<file path="config.mk">
export PLATFORM = sky130hd
export DESIGN_NAME = vc_burst_arbiter
export DESIGN_NICKNAME = d
export VERILOG_FILES = /design/src/rtl/vcb_pkg.sv /design/src/rtl/vcb_rr_pick.sv /design/src/rtl/vcb_chan_state.sv /design/src/rtl/vc_burst_arbiter.sv
export SDC_FILE = /design/constraint.sdc
export NUM_CORES = 1
export LEC_CHECK = 0
export BUFFER_PORTS_ARGS = -buffer_cell sky130_fd_sc_hd__buf_2
export CORE_MARGIN = 2
export CORE_UTILIZATION = 30
export CTS_CLUSTER_DIAMETER = 200
export CTS_CLUSTER_SIZE = 25
export DETAILED_ROUTE_END_ITERATION = 10
export PLACE_DENSITY = 0.59
export SYNTH_ARGS = -nofsm -noshare
export SYNTH_HDL_FRONTEND = slang
export SYNTH_HIERARCHICAL = 1
export SYNTH_SLANG_ARGS = --single-unit
</file>
<file path="constraint.sdc">
create_clock -name clk -period 4.95 [get_ports clk]
set_input_delay 1.485 -clock clk [delete_from_list [all_inputs] [get_ports clk]]
set_output_delay 1.485 -clock clk [all_outputs]
set_load 0.02 [all_outputs]
</file>
<file path="src/rtl/vcb_pkg.sv">
package vcb_pkg;
  // index width that stays at least one bit for a single channel
  function automatic int unsigned idx_width(int unsigned n);
    return (n > 1) ? $clog2(n) : 1;
  endfunction
endpackage

</file>
<file path="src/rtl/vcb_rr_pick.sv">
module vcb_rr_pick #(
  parameter int N  = 2,
  parameter int IW = 1
) (
  input  logic [N-1:0]  elig_i,
  input  logic [IW-1:0] ptr_i,
  output logic          found_o,
  output logic [IW-1:0] idx_o
);
  always_comb begin
    int pos;
    found_o = 1'b0;
    idx_o   = '0;
    for (int k = 0; k < N; k++) begin
      pos = int'(ptr_i) + k;
      if (pos >= N) pos = pos - N;
      if (!found_o && elig_i[pos]) begin
        found_o = 1'b1;
        idx_o   = IW'(pos);
      end
    end
  end
endmodule

</file>
<file path="src/rtl/vcb_chan_state.sv">
module vcb_chan_state #(
  parameter int CW = 14
) (
  input  logic          clk,
  input  logic          rst,
  input  logic          start_i,
  input  logic [CW-1:0] len_i,
  input  logic          take_i,
  output logic          active_o,
  output logic [CW-1:0] rem_o,
  output logic          last_o,
  output logic          done_o
);
  assign last_o = (rem_o == CW'(1));

  always_ff @(posedge clk) begin
    if (rst) begin
      active_o <= 1'b0;
      rem_o    <= '0;
      done_o   <= 1'b0;
    end else begin
      done_o <= 1'b0;
      if (take_i && active_o) begin
        rem_o <= rem_o - CW'(1);
        if (last_o) begin
          active_o <= 1'b0;
          done_o   <= 1'b1;
        end
      end
      if (start_i && !active_o && (len_i != '0)) begin
        active_o <= 1'b1;
        rem_o    <= len_i;
      end
    end
  end

  p_active_nonzero_r2: assert property (@(posedge clk) disable iff (rst)
    active_o |-> (rem_o != '0));
  p_take_needs_active_r3: assert property (@(posedge clk) disable iff (rst)
    take_i |-> active_o);
  p_done_clears_r8: assert property (@(posedge clk) disable iff (rst)
    done_o |-> (!active_o && $past(take_i)));
endmodule

</file>
<file path="src/rtl/vc_burst_arbiter.sv">
module vc_burst_arbiter #(
  parameter int NUM_CH    = 2,
  parameter int MAX_BURST = 16,
  parameter int XFER_W    = 13
) (
  input  logic                       clk,
  input  logic                       rst,
  input  logic [NUM_CH-1:0]          start_i,
  input  logic [NUM_CH*(XFER_W+1)-1:0] len_i,
  input  logic [NUM_CH-1:0]          fifo_full_i,
  input  logic                       bus_ack_i,
  output logic                       bus_req_o,
  output logic [NUM_CH-1:0]          grant_o,
  output logic [NUM_CH-1:0]          done_o,
  output logic [NUM_CH-1:0]          active_o,
  output logic [NUM_CH*(XFER_W+1)-1:0] remaining_o
);
  localparam int CNT_W = XFER_W + 1;
  localparam int IDX_W = vcb_pkg::idx_width(NUM_CH);
  localparam int BC_W  = $clog2(MAX_BURST) + 1;

  logic [NUM_CH-1:0] grant_q, take_w, last_w, elig_w;
  logic              req_q;
  logic [BC_W-1:0]   bc_q;
  logic [IDX_W-1:0]  ptr_q, cur_idx, ptr_after, pick_idx;
  logic              pick_valid, xfer, hit_max, cur_full, cur_last, cut;

  assign take_w = grant_q & {NUM_CH{bus_ack_i}};
  assign elig_w = active_o & ~fifo_full_i;

  genvar c;
  generate
    for (c = 0; c < NUM_CH; c++) begin : g_ch
      vcb_chan_state #(.CW(CNT_W)) u_ch (
        .clk      (clk),
        .rst      (rst),
        .start_i  (start_i[c]),
        .len_i    (len_i[c*CNT_W +: CNT_W]),
        .take_i   (take_w[c]),
        .active_o (active_o[c]),
        .rem_o    (remaining_o[c*CNT_W +: CNT_W]),
        .last_o   (last_w[c]),
        .done_o   (done_o[c])
      );
    end
  endgenerate

  vcb_rr_pick #(.N(NUM_CH), .IW(IDX_W)) u_pick (
    .elig_i  (elig_w),
    .ptr_i   (ptr_q),
    .found_o (pick_valid),
    .idx_o   (pick_idx)
  );

  always_comb begin
    cur_idx = '0;
    for (int i = 0; i < NUM_CH; i++)
      if (grant_q[i]) cur_idx = IDX_W'(i);
  end

  assign cur_full  = fifo_full_i[cur_idx];
  assign cur_last  = last_w[cur_idx];
  assign xfer      = req_q && bus_ack_i;
  assign hit_max   = xfer && (bc_q == BC_W'(MAX_BURST - 1));
  assign cut       = req_q && ((xfer && cur_last) || hit_max || cur_full);
  assign ptr_after = (cur_idx == IDX_W'(NUM_CH - 1)) ? '0 : cur_idx + IDX_W'(1);

  always_ff @(posedge clk) begin
    if (rst) begin
      grant_q <= '0;
      req_q   <= 1'b0;
      bc_q    <= '0;
      ptr_q   <= '0;
    end else if (req_q) begin
      if (cut) begin
        grant_q <= '0;
        req_q   <= 1'b0;
        bc_q    <= '0;
        ptr_q   <= ptr_after;
      end else if (xfer) begin
        bc_q <= bc_q + BC_W'(1);
      end
    end else if (pick_valid) begin
      grant_q <= NUM_CH'(1) << pick_idx;
      req_q   <= 1'b1;
    end
  end

  assign grant_o   = grant_q;
  assign bus_req_o = req_q;

  p_burst_limit_r4: assert property (@(posedge clk) disable iff (rst)
    bc_q < BC_W'(MAX_BURST));
  p_full_cut_r5: assert property (@(posedge clk) disable iff (rst)
    (req_q && ((grant_q & fifo_full_i) != '0)) |=> !req_q);
  p_no_direct_switch_r6: assert property (@(posedge clk) disable iff (rst)
    req_q |=> (!req_q || $stable(grant_q)));
  p_pick_not_full_r9: assert property (@(posedge clk) disable iff (rst)
    $rose(req_q) |-> ((grant_q & $past(fifo_full_i)) == '0));
  p_grant_onehot_r10: assert property (@(posedge clk) disable iff (rst)
    $onehot0(grant_q) && ((grant_q & ~active_o) == '0));
endmodule

</file>
Word level (Yosys, flattened, before mapping):

Cells that the tools add are included.

* bitwise operators: 5
* divide/modulo/power cells: 0
* shift-type cells: 1
* multipliers: 0
* $lt $le $gt $ge: 5
* muxes and demuxes: 38
* reduce and logical (&&, ||, !) cells: 31
* equal/unequal tests: 4
* $add $sub $neg: 7

Operator list (count)
* less-than comparator 32 x 3 -> 1 bit (second input constant): 2
* 2-to-1 mux 32 bit: 2
* 2-to-1 mux 14 bit: 4
* greater-or-equal comparator 32 x 3 -> 1 bit (second input constant): 1
* subtractor 32 x 3 -> 32 bit (second input constant): 1
* == test 14 x 1 -> 1 bit (second input constant): 2
* nonzero test 14 bit: 2
* subtractor 14 x 1 -> 14 bit (second input constant): 2
* 2-to-1 mux 1 bit: 27
* nonzero test 2 bit: 6
* logical AND 1 bit: 11
* 2-to-1 mux 5 bit: 2
* AND reduction 2 bit: 5
* 2-to-1 mux 2 bit: 3
* adder 5 x 1 -> 5 bit (second input constant): 1
* == test 5 x 4 -> 1 bit (second input constant): 1
* AND 2 bit: 2
* OR reduction 2 bit: 2
* zero test 1 bit: 3
* subtractor 1 x 2 -> 3 bit (second input constant): 1
* adder 1 x 1 -> 2 bit (second input constant): 1
* greater-or-equal comparator 1 x 2 -> 1 bit (second input constant): 1
* logical OR 1 bit: 2
* less-than comparator 1 x 2 -> 1 bit (second input constant): 1
* other kinds (5): 6

* bits in latches: 0
* logic and storage cells: 101
* memory bits (read-only): 0
* input port bits: 35
* memories: 0
* bits in writable memories: 0
* register bits: 41
* output and inout port bits: 35

Depth between registers and ports, before layout:

* word-level depth: 12
* gate-level depth with buffers: 9
* gate-level depth less buffers: 8

Modules after synthesis:

The synthesis kept the hierarchy.

By module, submodules not included
* vcb_chan_state: instances 2, area each 982.2 µm², cells an instance 117
* vc_burst_arbiter: instances 1, area each 495.5 µm², cells an instance 52
* vcb_rr_pick: instances 1, area each 17.5 µm², cells an instance 3

Worst setup path before layout:

No wires, ideal clock.

* path kind: in2reg
* from: in len_i[9]
* to: reg g_ch[0].u_ch.rem_o[0]
* setup time: 116 ps
* data required time: 4834 ps
* setup slack: 1878 ps
* path buffers: 1
* arrival: 2955 ps
* stages: 5
* cell sequence: or4_1 > o41ai_4 > buf_2 > nand3_1 > o211a_1

* cells in the longest elaborated chain, start to end: 3
* elaborated cells on any way between the ends: 4

RTL lines
* from (decl): RTL line vc_burst_arbiter.sv:9 `input logic [NUM_CH*(XFER_W+1)-1:0] len_i,`
* nonzero test 14 bit (*): RTL line vcb_chan_state.sv:30 `if (start_i && !active_o && (len_i != '0)) begin`
* logical AND 1 bit (*): RTL line vcb_chan_state.sv:30
* 2-to-1 mux 14 bit or nonzero test 2 bit (tied branches)
* to (signal assigned): RTL line vcb_chan_state.sv:24 `rem_o <= rem_o - CW'(1);`
* to (signal assigned): RTL line vcb_chan_state.sv:32 `rem_o <= len_i;`
* to (decl): RTL line vcb_chan_state.sv:10 `output logic [CW-1:0] rem_o,`

Mark *: on every way between the ends. The rest lies on a longest branch, timed or not.
A chain may end at the register's enable or synchronous reset.

Worst setup path after layout:

* from: in len_i[23]
* to: reg g_ch[1].u_ch.rem_o[4]

* cells in the longest elaborated chain, start to end: 3
* elaborated cells on any way between the ends: 4

RTL lines (RTL line)
* nonzero test 14 bit (*): vcb_chan_state.sv:30
* logical AND 1 bit (*): vcb_chan_state.sv:30
* 2-to-1 mux 14 bit or nonzero test 2 bit (tied branches)
* to (signal assigned): vcb_chan_state.sv:24
* to (signal assigned): vcb_chan_state.sv:32
* to (decl): vcb_chan_state.sv:10

Marks and branches as above.

==> flow_metrics.tcl <==
set metrics [dict create \
    gr-total-overflow 0 \
    dpl_cell_area_sq_mm 0.00286 \
    grt_pass1_vias 2338 \
    hold_path_depth 1 \
    rows 33 \
    dpl.hpwl_microns 4970 \
    fin_crit_ns 3.34 \
    initial_utilization 0.306 \
    postCtsHoldBufs 0 \
    tns_ns 0 \
    drt-initial-drc-count 104 \
    min_path_type "flop to flop" \
    ff2ff_setup_slack_ns 2.66 \
    chipHeight_microns 94.9 \
    grt_first_pass_wirelength_microns 11000 \
    num-nets-final 390 \
    cp-end-kind "flop" \
    post-route-drc-count 0 \
    synthArstFlopShare 0 \
    ir_drop_mv 0.117 \
    ys_ff_latch 41 \
    cts.htree.levels 2 \
    clock_path_buffers 2 \
    synth_area_leaders "dfxtp_1 33%, a21oi_1 6.3%, nand3_1 3.2%, ha_1 3.0%, or4_4 2.7%" \
    ys_types 54 \
    cts_tree "done" \
    slew_viol_final 0 \
    wl_per_cell_microns 15.0 \
    grt_antenna_before_repair 0 \
    crit_required_ns 5.16 \
    syn-num-nets 330 \
    cpMaxStageDelayCell "o41ai_4" \
    setup_slack_ns 1.61 \
    fp.dieW_microns 94.9 \
    dp_slack_ns 1.33 \
    gp_congestion 0.838 \
    cts_setup_buffers 0 \
    synth_ff_type "dfxtp_1" \
    cts_resized 0 \
    postLayoutCellArea_sq_mm 0.00297 \
    viasPerCell 5.48 \
    fin_skew_ns 0.00900 \
    numClockSinks 41 \
    synth_commonest_cells "41 x dfxtp_1, 31 x a21oi_1, 16 x inv_1, 16 x nand3_1, 13 x nand2_1" \
    cts_buffers 5 \
    clk_pin_slew_ns 0.08 \
    rsz0062_at_grt "no" \
    grt_max_degree 48 \
    fin_util 0.367 \
    yosys.area.top_type "dfxtp_1" \
    syn_inst 289 \
    crit_path_start_kind "input pin" \
    die_area_sq_mm 0.00900 \
    syn_to_final_growth_pct 19.7 \
    dr.pass1.iters 4 \
    setup_violations 0 \
    ant_nets 0 \
    hold_slack_ns 0.500 \
    synth_area_sq_mm 0.00248 \
    clkLatencyLatePin_ns 0.29 \
    crit_path_max_incr_delay_ns 0.88 \
    maxSlewHeadroom 0.376 \
    criticalPathCategory "input pin to flop" \
    fmax_mhz 300 \
    routed_wl_microns 6830 \
    max_cap_viol_count 0 \
    ys_seq_area_frac 0.331 \
    port-buffer-count 69 \
    avgSynthCellArea_sq_um 8.57 \
    powerDensity_mw_per_mm2 280 \
    dp_cells 447 \
    rr_worst_depth 7 \
    worstPathCellList "buf_2, or4_1, o41ai_4, o311ai_0, a21oi_1" \
    track_usage 0.152 \
    finalHoldViolations 0 \
    core_sq_mm 0.00809 \
    leakage_nw 1.24 \
    antenna_cells 0 \
    fin_cells 454 \
    drive_above_1_share 0.278 \
    power_uw 830 \
    num_io_pins 70 \
    yosysMostFrequentCell "dfxtp_1" \
    synth.top_cell.area_share 0.331 \
    synth_edf_count 0 \
    num_vias 2489 \
    status "finished clean" \
    fin_crit_sh 0.674 \
    critical_path_arrival_ns 3.55 \
    path_max_fanout 17 \
    yosys_warnings 6 \
    cts-root-buf "clkbuf_8" \
    worst_pin_slew_ns 0.933 \
]
## final timing paths
check                                                        start                            endpoint
worst min register to register                bc_q[4]$_SDFFE_PP0P_                bc_q[4]$_SDFFE_PP0P_
worst max register to register  g_ch[1].u_ch/rem_o[8]$_SDFFE_PP0P_                  ptr_q$_SDFFE_PP0P_
worst max-delay path                                     len_i[23]  g_ch[1].u_ch/rem_o[4]$_SDFFE_PP0P_
worst min-delay path                          bc_q[4]$_SDFFE_PP0P_                bc_q[4]$_SDFFE_PP0P_
## sequential cells by signal (all words and copies together), names as in the netlist
signal and cells:
bc_q 5, bus_req_o 1, g_ch.u_ch/active_o 2, g_ch.u_ch/done_o 2
g_ch.u_ch/rem_o 28, grant_o 2, ptr_q 1
## kinds of logic after synthesis
| logic type | after synthesis | synth area share |
|---|---|---|
| adders and majority gates | 6 | 0.0303 |
| muxes | 6 | 0.0288 |
| xor gates and xnor gates | 2 | 0.00707 |
| AOI/OAI and AO/OA | 85 | 0.254 |
| DFF | 41 | 0.331 |
| and+or+nand+nor | 115 | 0.282 |
| buffers and inverters | 34 | 0.0672 |
## power by group
| part | total, mW | switching [mW] | internal [mW] |
|---|---|---|---|
| clock | 0.267 | 0.120 | 0.147 |
| sequential | 0.381 | 0.0322 | 0.349 |
| combinational | 0.181 | 0.106 | 0.0756 |
| total | 0.830 | 0.258 | 0.571 |
## metal layers
layer,global-route usage,share of wire,vias to the layer above
met5,0,0,-
met4,0.0459,0.016,0
met3,0.0287,0.049,14
met2,0.253,0.47,73
met1,0.199,0.47,1169
li1,-,-,1233
## final cells by class
type | instances | area, sq um
well taps | 105 | 131
inverters | 16 | 60.1
clock buffers | 5 | 68.8
fillers | 898 | 5130
multi-input cells | 214 | 1490
repair buffers | 71 | 360
clock inverters | 2 | 35.0
flip-flops and latches | 41 | 821
## worst max-delay path: cells and delay by family
family,cells,cell delay [ns]
buf+inv,1,0.10
simple gates,1,0.60
compound gates,3,1.35
## placed cells by master (no fill, tap or decap), types with 7 or more instances in the layout
cell type,instances
nand2_1,13
dfxtp_1,41
nand2b_1,7
nor2b_1,7
nor3_1,12
a21oi_1,31
or4_1,8
inv_1,16
a31oi_1,8
nor2_1,12
buf_2,69
nand3_1,16
nor4_1,8
Power figures use the tool's default switching activity.
